### src/rtl/sync_regen_pkg.sv
// Shared types for the sync regenerator.
package sync_regen_pkg;
    // Kind of line boundary seen in a cycle.
    typedef enum logic [1:0] {
        BND_NONE = 2'd0,   // no new line this cycle
        BND_DE   = 2'd1,   // line started by a DE trailing edge
        BND_WRAP = 2'd2    // line started by the learned period running out
    } bnd_e;
endpackage

### src/rtl/sr_line_timer.sv
// Line timer: tracks the pixel position since the last line start.
// A line starts on a DE trailing edge or, once a period has been learned,
// when a full period passes without one. The period is the spacing of
// the two latest DE trailing edges.
// Assumes: the line period fits in CNT_W bits.
module sr_line_timer
    import sync_regen_pkg::*;
#(
    parameter int CNT_W = 12
) (
    input  logic             clk,
    input  logic             rst_n,
    input  logic             de,
    output logic [CNT_W-1:0] pos,
    output logic             seen,
    output bnd_e             bnd
);
    localparam logic [CNT_W-1:0] POS_MAX = '1;

    logic             de_q;
    logic [CNT_W-1:0] period;
    logic             fall;
    logic             wrap;

    assign fall = de_q & ~de;
    assign wrap = seen && (period != '0) && (pos == period - 1'b1);

    // Classify this cycle's boundary, with DE taking priority.
    always_comb begin
        if (fall)      bnd = BND_DE;
        else if (wrap) bnd = BND_WRAP;
        else           bnd = BND_NONE;
    end

    // Delay DE by one cycle for edge detection.
    always_ff @(posedge clk) begin
        if (!rst_n) de_q <= 1'b0;
        else        de_q <= de;
    end

    // Remember that at least one DE trailing edge has arrived.
    always_ff @(posedge clk) begin
        if (!rst_n)    seen <= 1'b0;
        else if (fall) seen <= 1'b1;
    end

    // Learn the line period from consecutive DE trailing edges.
    always_ff @(posedge clk) begin
        if (!rst_n)            period <= '0;
        else if (fall && seen) period <= pos + 1'b1;
    end

    // Pixel position within the line, saturating.
    always_ff @(posedge clk) begin
        if (!rst_n)                pos <= '0;
        else if (bnd != BND_NONE)  pos <= '0;
        else if (pos != POS_MAX)   pos <= pos + 1'b1;
    end
endmodule

### src/rtl/sr_frame_tracker.sv
// Frame tracker: counts blank lines and decides the VSYNC state.
// The VSYNC state switches at the HSYNC leading position. Before that
// position the previous line's decision is shown, and from it onward the
// current line's decision.
// Assumes: the line is longer than the HSYNC delay.
module sr_frame_tracker
    import sync_regen_pkg::*;
#(
    parameter int CFG_W = 10,
    parameter int IDX_W = CFG_W + 1
) (
    input  logic             clk,
    input  logic             rst_n,
    input  bnd_e             bnd,
    input  logic             lead_reached,
    input  logic [CFG_W-1:0] vs_delay,
    input  logic [CFG_W-1:0] vs_width,
    output logic             vs_act
);
    localparam logic [IDX_W-1:0] IDX_MAX = '1;

    logic [IDX_W-1:0] blank_idx;
    logic [IDX_W-1:0] start_idx;
    logic [IDX_W-1:0] stop_idx;
    logic             cur_on;
    logic             prev_on;

    // Window of blank lines that carry VSYNC.
    assign start_idx = (vs_delay == '0) ? IDX_W'(1) : IDX_W'(vs_delay);
    assign stop_idx  = start_idx + IDX_W'(vs_width);
    assign cur_on    = (blank_idx >= start_idx) && (blank_idx < stop_idx);
    assign vs_act    = lead_reached ? cur_on : prev_on;

    // Blank-line index: cleared by DE lines, advanced by free-running ones.
    always_ff @(posedge clk) begin
        if (!rst_n)                                   blank_idx <= '0;
        else if (bnd == BND_DE)                       blank_idx <= '0;
        else if (bnd == BND_WRAP && blank_idx != IDX_MAX) blank_idx <= blank_idx + 1'b1;
    end

    // Keep the decision of the line that just ended.
    always_ff @(posedge clk) begin
        if (!rst_n)               prev_on <= 1'b0;
        else if (bnd != BND_NONE) prev_on <= cur_on;
    end
endmodule

### src/rtl/sr_pol_drive.sv
// Polarity stage: maps an active flag to a pin level for each channel.
// Assumes: a polarity bit of 1 means active-high.
module sr_pol_drive #(
    parameter int CH = 2
) (
    input  logic [CH-1:0] act,
    input  logic [CH-1:0] pol,
    output logic [CH-1:0] lvl
);
    genvar gi;
    generate
        for (gi = 0; gi < CH; gi++) begin : g_ch
            // Drive the active level when on and its inverse when off.
            assign lvl[gi] = ~(act[gi] ^ pol[gi]);
        end
    endgenerate
endmodule

### src/rtl/sync_regen.sv
// Sync regenerator top: rebuilds HSYNC and VSYNC from a recovered DE.
// HSYNC is placed relative to each line start, and VSYNC is placed by
// counting blank lines. Both outputs are decoded from registered state.
// Assumes: configuration is stable outside reset, and
// hs_delay + hs_width is less than the line period.
module sync_regen #(
    parameter int CFG_W = 10,
    parameter int CNT_W = 12
) (
    input  logic             clk,
    input  logic             rst_n,
    input  logic             de,
    input  logic [CFG_W-1:0] hs_delay,
    input  logic [CFG_W-1:0] hs_width,
    input  logic [CFG_W-1:0] vs_delay,
    input  logic [CFG_W-1:0] vs_width,
    input  logic             hs_pol,
    input  logic             vs_pol,
    output logic             hsync,
    output logic             vsync
);
    import sync_regen_pkg::*;

    localparam int XW = CNT_W + 1;

    logic [CNT_W-1:0] pos;
    logic             seen;
    bnd_e             bnd;
    logic [XW-1:0]    pos_x;
    logic [XW-1:0]    lead_x;
    logic [XW-1:0]    end_x;
    logic             lead_reached;
    logic             hs_act;
    logic             vs_act;
    logic [1:0]       lvl;

    sr_line_timer #(.CNT_W(CNT_W)) u_timer (
        .clk  (clk),
        .rst_n(rst_n),
        .de   (de),
        .pos  (pos),
        .seen (seen),
        .bnd  (bnd)
    );

    // HSYNC window relative to the line start.
    assign pos_x        = {1'b0, pos};
    assign lead_x       = XW'(hs_delay);
    assign end_x        = lead_x + XW'(hs_width);
    assign lead_reached = pos_x >= lead_x;
    assign hs_act       = seen && lead_reached && (pos_x < end_x);

    sr_frame_tracker #(.CFG_W(CFG_W)) u_frame (
        .clk         (clk),
        .rst_n       (rst_n),
        .bnd         (bnd),
        .lead_reached(lead_reached),
        .vs_delay    (vs_delay),
        .vs_width    (vs_width),
        .vs_act      (vs_act)
    );

    sr_pol_drive #(.CH(2)) u_pol (
        .act({vs_act, hs_act}),
        .pol({vs_pol, hs_pol}),
        .lvl(lvl)
    );

    assign hsync = lvl[0];
    assign vsync = lvl[1];
endmodule

### config.mk
export PLATFORM = sky130hd
export DESIGN_NAME = sync_regen
export DESIGN_NICKNAME = d
export VERILOG_FILES = /design/src/rtl/sync_regen_pkg.sv /design/src/rtl/sr_line_timer.sv /design/src/rtl/sr_frame_tracker.sv /design/src/rtl/sr_pol_drive.sv /design/src/rtl/sync_regen.sv
export SDC_FILE = /design/constraint.sdc
export NUM_CORES = 1
export LEC_CHECK = 0
export BUFFER_PORTS_ARGS = -buffer_cell sky130_fd_sc_hd__buf_2
export CORE_UTILIZATION = 58
export DETAILED_ROUTE_END_ITERATION = 8
export PLACE_DENSITY = 0.85
export SLEW_MARGIN = 20
export SYNTH_ARGS = -nofsm -noshare
export SYNTH_HDL_FRONTEND = slang
export SYNTH_SLANG_ARGS = --single-unit
### constraint.sdc
create_clock -name clk -period 6.3 [get_ports clk]
set_clock_uncertainty 0.2 [all_clocks]
set_input_delay 0.315 -clock clk [delete_from_list [all_inputs] [get_ports clk]]
set_output_delay 0.315 -clock clk [all_outputs]
set_load 0.02 [all_outputs]
# --- Yosys cells after proc, flatten, opt, wreduce, memory -nomap -nowiden ---
# Index checks and enable logic that the tools add are counted.
word_totals:
  wordCells: 43
  inputBits: 45
  register_bits: 38
  output_inout_bits: 2
op_classes:
  bitwise_logic: 7
  muxes: 4
  add_sub_neg: 5
  eq_ne: 5
  order_cmp: 4
  reduce_logical: 12
op_table:
  columns: ["op", "n"]
  rows:
  - ["adder 12 x 1 -> 12 bit (second input constant)", 1]
  - ["== test 12 bit", 1]
  - ["greater-or-equal comparator 12 x 10 -> 1 bit", 1]
  - ["< comparator 12 x 11 -> 1 bit", 1]
  - ["inequality test 12 bit (second input constant)", 1]
  - ["nonzero test 12 bit", 1]
  - ["subtractor 12 x 1 -> 12 bit (second input constant)", 1]
  - ["adder 10 x 10 -> 11 bit", 1]
  - ["adder 11 x 1 -> 11 bit (second input constant)", 1]
  - ["adder 11 x 10 -> 11 bit", 1]
  - ["greater-or-equal comparator 11 bit", 1]
  - ["< comparator 11 bit", 1]
  - ["inequality test 11 bit (second input constant)", 1]
  - ["logical NOT 10 bit", 1]
  - ["two-way mux 10 bit", 1]
  - ["logical AND 1 bit", 7]
  - ["two-way mux 2 bit", 2]
  - ["NOT 1 bit", 4]
  - ["OR reduction 2 bit", 2]
  - ["== test 2 x 1 -> 1 bit (second input constant)", 1]
  - ["== test 2 bit (second input constant)", 1]
  - ["nonzero test 2 bit", 1]
  - ["bitwise XOR 1 bit", 2]
  - ["AND 1 bit", 1]
  - ["two-way mux 1 bit", 1]

# --- Depth between registers and ports, before layout ---
# Gate-level depths: netlist of run 1.
depth:
  ltp_word: 8
  depth_mapped: 19
  mapped_depth_nobuf: 19

# --- Hierarchy ---
# A second synthesis of run 1 with hierarchy kept.
hier_totals:
  hier_cells: 493
  hier_area_um2: 4051.4
by_module_without_submodules:
  columns: ["mod", "instances", "cells_each", "area_each_um2"]
  rows:
  - ["sr_line_timer", 1, 187, 1587.8]
  - ["sr_frame_tracker", 1, 192, 1512.7]
  - ["sync_regen", 1, 112, 933.4]
  - ["sr_pol_drive", 1, 2, 17.5]

# --- Least setup slack after synthesis of run 1 ---
# Ideal clock, no wire load.
synth_path:
  kind: "in2out"
  from: "input port vs_delay[1]"
  to: "output port vsync"
  setup_slack_ns: 2.307
  path_buffers: 0
  path_stages: 19
  arrival_ns: 3.478
  cell_sequence: "nor3_1 -> a41o_1 -> ha_1 -> fa_1 -> a21o_1 -> a21oi_1 -> o21bai_1 -> a21oi_1 -> o21ai_0 -> a21o_1 -> a21oi_1 -> ha_1 -> a21oi_1 -> o21a_1 -> o2111ai_1 -> nand2_1 -> o21a_1 -> mux2i_1 -> xor2_1"
synth_via:
  elab_chain_len: 8
synth_rtl:
  columns: ["element", "line_no", "rtl"]
  rows:
  - ["start: declaration", "sync_regen.sv:15", "input logic [CFG_W-1:0] vs_delay,"]
  - ["logical NOT 10 bit", "sr_frame_tracker.sv:29", "assign start_idx = (vs_delay == '0) ? IDX_W'(1) : IDX_W'(vs_delay);"]
  - ["two-way mux 10 bit (*)", "sr_frame_tracker.sv:29", null]
  - ["adder 11 x 10 -> 11 bit", "sr_frame_tracker.sv:30", "assign stop_idx = start_idx + IDX_W'(vs_width);"]
  - ["< comparator 11 bit", "sr_frame_tracker.sv:31", "assign cur_on = (blank_idx >= start_idx) && (blank_idx < stop_idx);"]
  - ["logical AND 1 bit (*)", "sr_frame_tracker.sv:31", null]
  - ["two-way mux 1 bit (*)", "sr_frame_tracker.sv:32", "assign vs_act = lead_reached ? cur_on : prev_on;"]
  - ["bitwise XOR 1 bit (*)", "sr_pol_drive.sv:14", "assign lvl[gi] = ~(act[gi] ^ pol[gi]);"]
  - ["NOT 1 bit (*)", "sr_pol_drive.sv:14", null]
  - ["end: declaration", "sync_regen.sv:20", "output logic vsync"]
# Every way passes the cells marked *; elsewhere a longest branch is shown, timed or not.

# --- Worst setup path in the final report of run 1 ---
# Same ends and word-level chain as after synthesis.

==> flow_summary.ini, run 1 <==
[setup_path]
critPathSlowestCell = fa_1
critPathTopFamily = compound AO/OA/AOI/OAI gates
startpoint_type = primary input
path_class = primary input to primary output
worstPathRequired_ns = 5.78
endpoint_kind = primary output
cp_cell_sequence = buf_2 > nor3_1 > a41o_1 > ha_1 > fa_1 > a21o_1 > a21oi_1 > o21bai_1 > a21oi_1 > o21ai_0 > a21o_1 > a21oi_1 > ha_1 > a21oi_1 > o21a_1 > o2111ai_1 > nand2_1 > o21a_1 > mux2i_1 > xor2_1 > buf_2
reg2reg_slack_ns = 3.12
crit_path_max_fanout = 4
path_common_cell = a21oi_1
slowest_delay_ns = 0.41
worst-path-buf-inv = 2
arrival_ns = 3.98

[place]
hpwl_um = 6580
place_area_mm2 = 0.00395
io_buffers = 46
dp_slack_ns = 1.80
gp_congestion = 0.832

[worst_hold_path]
min-delay-path-class = primary input to flip-flop

[yosys]
yosysMostFrequentCell = ha_1
ys_seq_elements = 38
synth-async-reset-ratio_pct = 0
synth_warnings = 0
synth_edf_count = 0
synth_top_area_cell = ha_1
ys_dominant_reg_cell = dfxtp_1
synth_commonest_cells = ha_1, a21oi_1, nor2_1, dfxtp_1, inv_1
postSynthCellCount = 455
synth_cell_types = 52
syn_nets = 565
ys_seq_area_share_pct = 20.5
avgSynthCellArea_um2 = 8.17
syn_area_mm2 = 0.00372
synth_top_area_share_pct = 21.2
synthTopCellsByArea = ha_1, dfxtp_1, xnor2_1

[power]
power_density_mw_per_mm2 = 163
p_leak_nw = 1.92
p_total_mw = 0.667
vdd_drop_max_v = 0.000179

[die]
rows = 28
die_height_um = 82.1
core-area_mm2 = 0.00606
die_w_um = 82.1
dieArea_mm2 = 0.00674
pin_count = 47
start_util_pct = 61.4

[cts]
clk_path_buf_depth = 2
cts_root_buf = clkbuf_8
path_clk_slew_ns = 0.08
cts_setup_buffers = 0
htree_levels = 2
cts_buffers = 5
holdBufCountCts = 0
cts_tree = yes
cts.sinks = 38
worstSkewPairLatency_ns = 0.29
cts-resized-gates = 0

[grt]
grt_pass1_wl_um = 13800
grt_max_degree = 25
grtUsageTotal_pct = 26.4
overflow = 0
antenna_found_initial = 0
grt_pass1_vias = 3195

[sta]
grt_setup_unrepaired = false
hold_violations = 0
fmax_mhz = 223
layout_setup_ws_ns = 1.81
slew_headroom_pct = 46.8
setup_viol = 0
post-route-period-util_pct = 71.3
fin_setup_tns_ns = 0
maxSlewViolCount = 0
worstMarginPinSlew_ns = 0.798
fin_crit_ns = 4.49

[finish]
syn_to_final_growth_pct = 10.1
fin_nets = 598
utilization_pct = 67.5
n_antenna_cell = 0
seq_area_um2 = 761
drive_gt1_share_pct = 13.9
final_area_mm2 = 0.00409
fillerInstances = 484
multiInputGateArea_mm2 = 0.00273

[detailed_routing]
num_vias = 3295
firstDrtPassIters = 4
drtAntennaViolNets = 0
wl_per_cell_um = 14.2
dr.first_iter.drc_count = 161
remaining_drc_errors = 0
vias_per_cell = 5.84
routed_wl_um = 8020

[outcome]
status = finished, final reports clean

[flow_run]
maxCapViolCount = 0
[cells by family (layout without fill, tap and decap cells)]
family	Yosys count	count (layout)	synth area share (%)
compound gates	119	119	20.8
xor+xnor	46	46	10.8
fa+ha+maj	65	65	22.3
buf+inv	55	89	6.02
flops	38	38	20.5
mux	5	5	1.35
simple gates	127	127	18.3
[through the flow]
step / hold slack (ns) / cells
2_1_floorplan: 0.237 / 455
3_3_place_gp: 0.256 / 556
3_5_place_dp: 0.271 / 556
4_1_cts: 0.0498 / 564
5_1_grt: 0.0576 / 564
6_report: 0.0506 / 564
[worst paths after layout]
check / to / depth (start not counted) / start
min: u_timer.de_q / 2 / de
max reg2reg: u_frame.blank_idx[7] / 9 / u_timer.period[0]
min reg2reg: u_frame.prev_on / 2 / u_frame.prev_on
max: vsync / 21 / vs_delay[1]
[cell type report]
cell class              instances  area share (%)
multi-input cells             362            66.8
flip-flops and latches         38            18.6
repair buffers                 46            5.63
inverters                      35            3.21
well taps                      75            2.29
clock buffers                   6            2.02
clock inverters                 2            1.47
[cell usage in the layout, fill, tap and decap left out, types with 6 or more instances in the layout]
| cell type | n |
|---|---|
| buf_2 | 46 |
| a211oi_1 | 14 |
| inv_1 | 35 |
| nand2_1 | 25 |
| and3_1 | 6 |
| clkbuf_8 | 6 |
| dfxtp_1 | 38 |
| xor2_1 | 19 |
| xnor2_1 | 27 |
| nand3_1 | 11 |
| a21oi_1 | 45 |
| a21o_1 | 13 |
| o21ai_0 | 14 |
| ha_1 | 63 |
| nor2_1 | 39 |
[sequential cells by signal, summed over array words and instances (netlist names)]
signal             cells
u_timer.de_q           1
u_timer.seen           1
u_frame.prev_on        1
u_frame.blank_idx     11
u_timer.pos           12
u_timer.period        12
[worst register-to-register path, stage by stage, from the launching register on]
cell and delay, ns:
dfxtp_1 0.42, inv_1 0.07, ha_1 0.30, xor2_1 0.16
nand3_1 0.11, or3_2 0.51, or4_4 0.56, nor4_4 0.39
a31oi_1 0.15, a41o_1 0.21
[layer usage]
metal | vias to the layer above | wire, µm | global-route usage, %
li1 | 1700 | - | -
met1 | 1494 | 3820 | 33.9
met4 | 0 | 150 | 9.12
met3 | 15 | 413 | 4.33
met2 | 86 | 3640 | 44.5
met5 | - | 0 | 0
[where the power goes]
part / leakage (nW) / internal, mW / switching, mW
combinational: 1.54 / 0.0732 / 0.0867
sequential: 0.307 / 0.243 / 0.00595
clock: 0.0714 / 0.169 / 0.0887
Note: power is estimated with default switching activity, not from simulation.
==> run 2, diff against run 1 <==
- CORE_UTILIZATION: 58 -> 54
- PLACE_DENSITY: 0.85 -> 0.83
- clock period: 6.3 -> 4 ns (I/O delays scaled with it)
==> run 2 against run 1 <==
- the run now ends with design-rule violations left
- routed wire length up 7.5%
- die area is 7.2% higher
- count of clock-buffer cells in the layout down 1
- clock power grew 26%
- register-to-register slack worse by 2.3 ns
- via count is 2.8% higher
- non-clock buffer count rose by 12
- hold slack better by 0.15 ns
- critical path depth unchanged
- sequential share of layout area shrank 0.96 points
==> flow_summary.ini, run 2 (synthesis gave the netlist of run 1 again) <==
[outcome]
status = complete, but fails checks
violations = design-rule violations

[finish]
final_cell_mix = ha_1, a21oi_1, nor2_1, dfxtp_1, buf_2
utilization_pct = 66.4
fillerInstances = 503
layoutNonFillerInstCount = 578
final_common_cell = ha_1
n_antenna_cell = 0
syn_to_final_growth_pct = 16.0
reg_top3 = u_timer.period x12, u_timer.pos x12, u_frame.blank_idx x11
drive_gt1_share_pct = 19.0
fin_nets = 610

[cts]
cts_buffers = 5
clk_path_buf_depth = 2
cts_tree = yes
worstSkewPairLatency_ns = 0.30
cts_root_buf = clkbuf_8
cts.sinks = 38
htree_levels = 2
path_clk_slew_ns = 0.08

[sta]
setup_viol = 0
worstMarginPinSlew_ns = 0.797
layout_setup_ws_ns = 0.107
fin_crit_ns = 3.89
maxSlewViolCount = 0
post-route-period-util_pct = 97.3
hold_violations = 0
grt_setup_unrepaired = true
fmax_mhz = 257
slew_headroom_pct = 46.9

[setup_path]
cp_cell_sequence = buf_8 > nor3_4 > a41o_1 > ha_4 > fa_2 > a21o_1 > a21oi_2 > o21bai_1 > a21oi_2 > o21ai_2 > buf_4 > xnor2_2 > ha_1 > a21oi_2 > o21a_1 > o2111ai_2 > nand2_1 > o21a_1 > mux2i_1 > xor2_1 > buf_4
path_class = primary input to primary output
path_common_cell = a21oi_2
endpoint_kind = primary output
worst-path-buf-inv = 3
critPathTopFamily = compound AO/OA/AOI/OAI gates
startpoint_type = primary input
worstPathRequired_ns = 3.60
arrival_ns = 3.49
critPathSlowestCell = fa_2
crit_path_max_fanout = 3
slowest_delay_ns = 0.35

[place]
io_buffers = 46
gp_congestion = 0.913
hpwl_um = 6780
dp_slack_ns = -0.247
placed_cells = 561

[grt]
grt_max_degree = 25
grt_pass1_wl_um = 13700
antenna_found_initial = 0
overflow = 0
grt_pass1_vias = 3118
grtUsageTotal_pct = 23.4

[detailed_routing]
firstDrtPassIters = 6
num_vias = 3388
drtAntennaViolNets = 0
vias_per_cell = 5.86
remaining_drc_errors = 1
routed_wl_um = 8620
wl_per_cell_um = 14.9
dr.first_iter.drc_count = 194

[flow_run]
maxCapViolCount = 0

[die]
die_w_um = 85.0
rows = 29
start_util_pct = 57.3
core-area_mm2 = 0.00649
dieArea_mm2 = 0.00722
die_height_um = 85.0
pin_count = 47

[power]
p_leak_nw = 2.01
p_total_mw = 1.01
vdd_drop_max_v = 0.000141
power_density_mw_per_mm2 = 234

[worst_hold_path]
min-delay-path-class = primary input to flip-flop
run 2: cell types whose count changed in the layout (fill, tap and decap cells not counted), sizes merged:
cell and delta:
buf +10, bufinv -1, clkbuf -1, clkinv +2, dlygate4sd3 +2
run 2: repair_timing:
| action | in CTS | in global routing |
|---|---|---|
| endpoints found under the hold margin | 1 | 0 |
| endpoints found under the setup margin | 1 | 1 |
| pin swaps | 2 | 26 |
| buffers inserted | 0 | 7 |
| hold buffers | 2 | 0 |
| resized for setup | 6 | 30 |
run 2: worst reg2reg max path, stage by stage, from the launching register on:
cell	delay, ns
dfxtp_1	0.42
inv_1	0.07
ha_1	0.30
xor2_1	0.15
nand3_1	0.10
or3_2	0.51
or4_4	0.55
nor4_4	0.41
a31oi_1	0.16
a41o_1	0.22
run 2: worst paths after layout:
| path | start | end | cells after the start | slack, ns |
|---|---|---|---|---|
| max | vs_delay[2] | vsync | 21 | 0.11 |
| min | rst_n | u_frame.blank_idx[9] | 3 | 0.20 |
| max reg2reg | u_timer.period[0] | u_frame.blank_idx[7] | 9 | 0.81 |
| min reg2reg | u_frame.prev_on | u_frame.prev_on | 2 | 0.29 |
run 2: routing by layer:
layer	vias up	share of wire (%)	track usage [%]
li1	1731	-	-
met1	1562	47	30.6
met2	79	48	39.7
met3	16	3.4	3.60
met4	0	1.8	7.09
met5	-	0	0
run 2: area by class of cell:
type | count | area [µm²] | share of cell area, %
Timing Repair Buffer | 58 | 380 | 8.81
Multi-Input combinational cell | 362 | 2840 | 65.8
Clock inverter | 3 | 40.0 | 0.928
Tap cell | 77 | 96.3 | 2.23
Inverter | 35 | 131 | 3.04
Clock buffer | 5 | 68.8 | 1.59
Sequential cell | 38 | 761 | 17.6
run 2: through the flow:
step / hold WS [ns] / cell area [µm²] / TNS [ns]
finish: 0.202 / 4320 / 0
global route: 0.233 / 4320 / -0.0926
CTS: 0.194 / 4120 / 0
detailed placement: 0.235 / 3980 / -0.271
global placement: 0.229 / 3980 / 0
floorplan: 0.122 / 3720 / 0
run 2: power breakdown:
| part | switching [mW] | internal [mW] |
|---|---|---|
| clock network | 0.141 | 0.184 |
| logic | 0.153 | 0.140 |
| registers | 0.00930 | 0.383 |
==> run 3, diff against run 2 <==
- ABC_AREA: not set -> 1
- SETUP_SLACK_MARGIN: not set -> 0.5
==> run 3 against run 2 <==
- clock power fell by 1%
- via count rose by 25%
- the run now ends clean
- hold slack got worse by 0.20 ns
- final cell count grew 37%
- total power grew 5.5%
==> flow_summary.ini, run 3 <==
[outcome]
status = finished, final reports clean

[yosys]
synth_top_area_cell = ha_1
synth-async-reset-ratio_pct = 0
synthTopCellsByArea = ha_1, dfxtp_1, nand2_1
synth_warnings = 0
ys_seq_elements = 38
synth_top_area_share_pct = 19.4
avgSynthCellArea_um2 = 6.41
ys_seq_area_share_pct = 18.7
synth_commonest_cells = nand2_1, inv_1, ha_1, nor2_1, a21oi_1
ys_dominant_reg_cell = dfxtp_1
yosysMostFrequentCell = nand2_1
syn_nets = 745
postSynthCellCount = 635
synth_edf_count = 0
syn_area_mm2 = 0.00407
synth_cell_types = 39

[cts]
clk_path_buf_depth = 2
worstSkewPairLatency_ns = 0.29
cts.sinks = 38
cts_tree = yes
cts_buffers = 5
path_clk_slew_ns = 0.07
htree_levels = 2
cts_root_buf = clkbuf_8

[power]
vdd_drop_max_v = 0.000108
swShare_pct = 31.8
power_frac_seq_pct = 36.6
internal_power_mw = 0.726
power_switching_mw = 0.339
p_leak_nw = 2.51
power.share.clock_pct = 30.1
power_density_mw_per_mm2 = 220
pwr-share-comb_pct = 33.3

[grt]
grt_use_met1_pct = 35.5
grt_pass1_vias = 3979
grt.busiest_layer = met2
overflow = 0
use_met2_pct = 47.5
use_met3_pct = 4.20
antenna_found_initial = 0
grtUsageTotal_pct = 27.9
grt_pass1_wl_um = 17200
grt_max_degree = 25

[flow_run]
maxCapViolCount = 0

[finish]
final_area_mm2 = 0.00485
multiInputGateArea_mm2 = 0.00302
fillerInstances = 607
fin_nets = 799
final_common_cell = nand2_1
drive_gt1_share_pct = 16.1
reg_top3 = u_timer.period x12, u_timer.pos x12, u_frame.blank_idx x11
seq_area_um2 = 761
n_antenna_cell = 0
syn_to_final_growth_pct = 19.2
final_cell_mix = nand2_1, inv_1, ha_1, nor2_1, a21oi_1

[setup_path]
critPathSlowestCell = fa_2
regToRegEndpoint = u_timer.pos[1]
cp-startpoint = vs_delay[9]
slowest_delay_ns = 0.34
path_common_cell = nand2_1
worstPathRequired_ns = 3.60
endpoint_kind = primary output
worst-path-buf-inv = 2
crit_path_max_fanout = 3
critPathTopFamily = compound AO/OA/AOI/OAI gates
arrival_ns = 3.42
reg2reg_slack_ns = 1.41
startpoint_type = primary input
path_class = primary input to primary output
timing.rr.start = u_timer.pos[1]
r2r_cells = 9

[sta]
maxSlewViolCount = 0
fin_crit_ns = 3.82
fmax_mhz = 262
post-route-period-util_pct = 95.4
hold_violations = 0
slew_headroom_pct = 54.8
grt_setup_unrepaired = true
worstMarginPinSlew_ns = 0.675
layout_setup_ws_ns = 0.183
setup_viol = 0

[worst_hold_path]
hold_start = rst_n
hold_depth = 3
min_to = u_timer.period[0]
min-delay-path-class = primary input to flip-flop

[die]
start_util_pct = 56.1
pin_count = 47
core-area_mm2 = 0.00725
rows = 31
dieArea_mm2 = 0.00788
die_height_um = 88.8
die_w_um = 88.8

[detailed_routing]
remaining_drc_errors = 0
routed_wl_um = 10800
dr.first_iter.drc_count = 226
wl_per_cell_um = 13.7
vias_per_cell = 5.38
firstDrtPassIters = 6
drtAntennaViolNets = 0
num_vias = 4242

[place]
io_buffers = 46
gp_congestion = 0.880
place_area_mm2 = 0.00436
dp_slack_ns = 0.0864
hpwl_um = 8020
[run 3: metal layers]
metal / up-vias / part of all wire, %
met5: - / 0
met4: 0 / 4.5
met3: 53 / 5.7
met2: 142 / 47
met1: 1884 / 43
li1: 2163 / -
[run 3: power by group through the flow]
| stage | clock [mW] | combinational [mW] | sequential [mW] |
|---|---|---|---|
| 2_1_floorplan | 0 | 0.203 | 0.397 |
| 3_3_place_gp | 0 | 0.267 | 0.399 |
| 3_5_place_dp | 0 | 0.279 | 0.399 |
| 4_1_cts | 0.322 | 0.315 | 0.390 |
| 5_1_grt | 0.339 | 0.397 | 0.391 |
| 6_report | 0.321 | 0.355 | 0.390 |
[run 3: how the worst max path moves through the flow]
stage,to,depth (start not counted)
detailed placement,vsync,26
floorplan,vsync,24
CTS,vsync,26
global placement,vsync,26
finish,vsync,25
global route,vsync,25
[run 3: cells by family (layout without fill, tap and decap cells)]
family                   count (synthesis)  count (layout)  synth area share (%)
flip-flops                              38              38                  18.7
buffers and inverters                  125             180                  11.8
XOR/XNOR                                28              28                  6.03
adder cells (fa/ha/maj)                 65              65                  20.4
AO/OA/AOI/OAI                          108             108                  14.2
AND/OR/NAND/NOR                        271             271                  28.9
[run 3: area by class of cell]
cell class / count / area share, %
clock buffer: 7 / 1.57
multi-input combinational: 472 / 62.3
timing repair buffer: 61 / 8.67
sequential: 38 / 15.7
tap: 99 / 2.56
inverter: 111 / 8.60
clock inverter: 1 / 0.620
[run 3: tightest hold or removal path, cell delays in order]
cell and delay (ns):
buf_2 0.14, o21ai_0 0.07, a21oi_1 0.04
[run 3: timing repair]
item,in CTS,in global routing
hold endpoints to repair,1,0
pin swaps,19,21
endpoints found under the setup margin,1,2
buffers inserted,12,1
hold buffers,2,0
gates resized for setup,29,32
[run 3: through the flow]
step | TNS, ns | utilization (%) | hold slack, ns | total power [mW] | cells
2_1_floorplan | 0 | - | 0.0935 | 0.600 | 635
3_3_place_gp | 0 | 60.1 | 0.200 | 0.666 | 766
3_5_place_dp | 0 | 60.1 | 0.200 | 0.678 | 766
4_1_cts | 0 | 64.9 | 0.00127 | 1.03 | 788
5_1_grt | -0.00620 | 66.8 | 0.0178 | 1.13 | 789
6_report | 0 | 66.8 | 0.00172 | 1.07 | 789
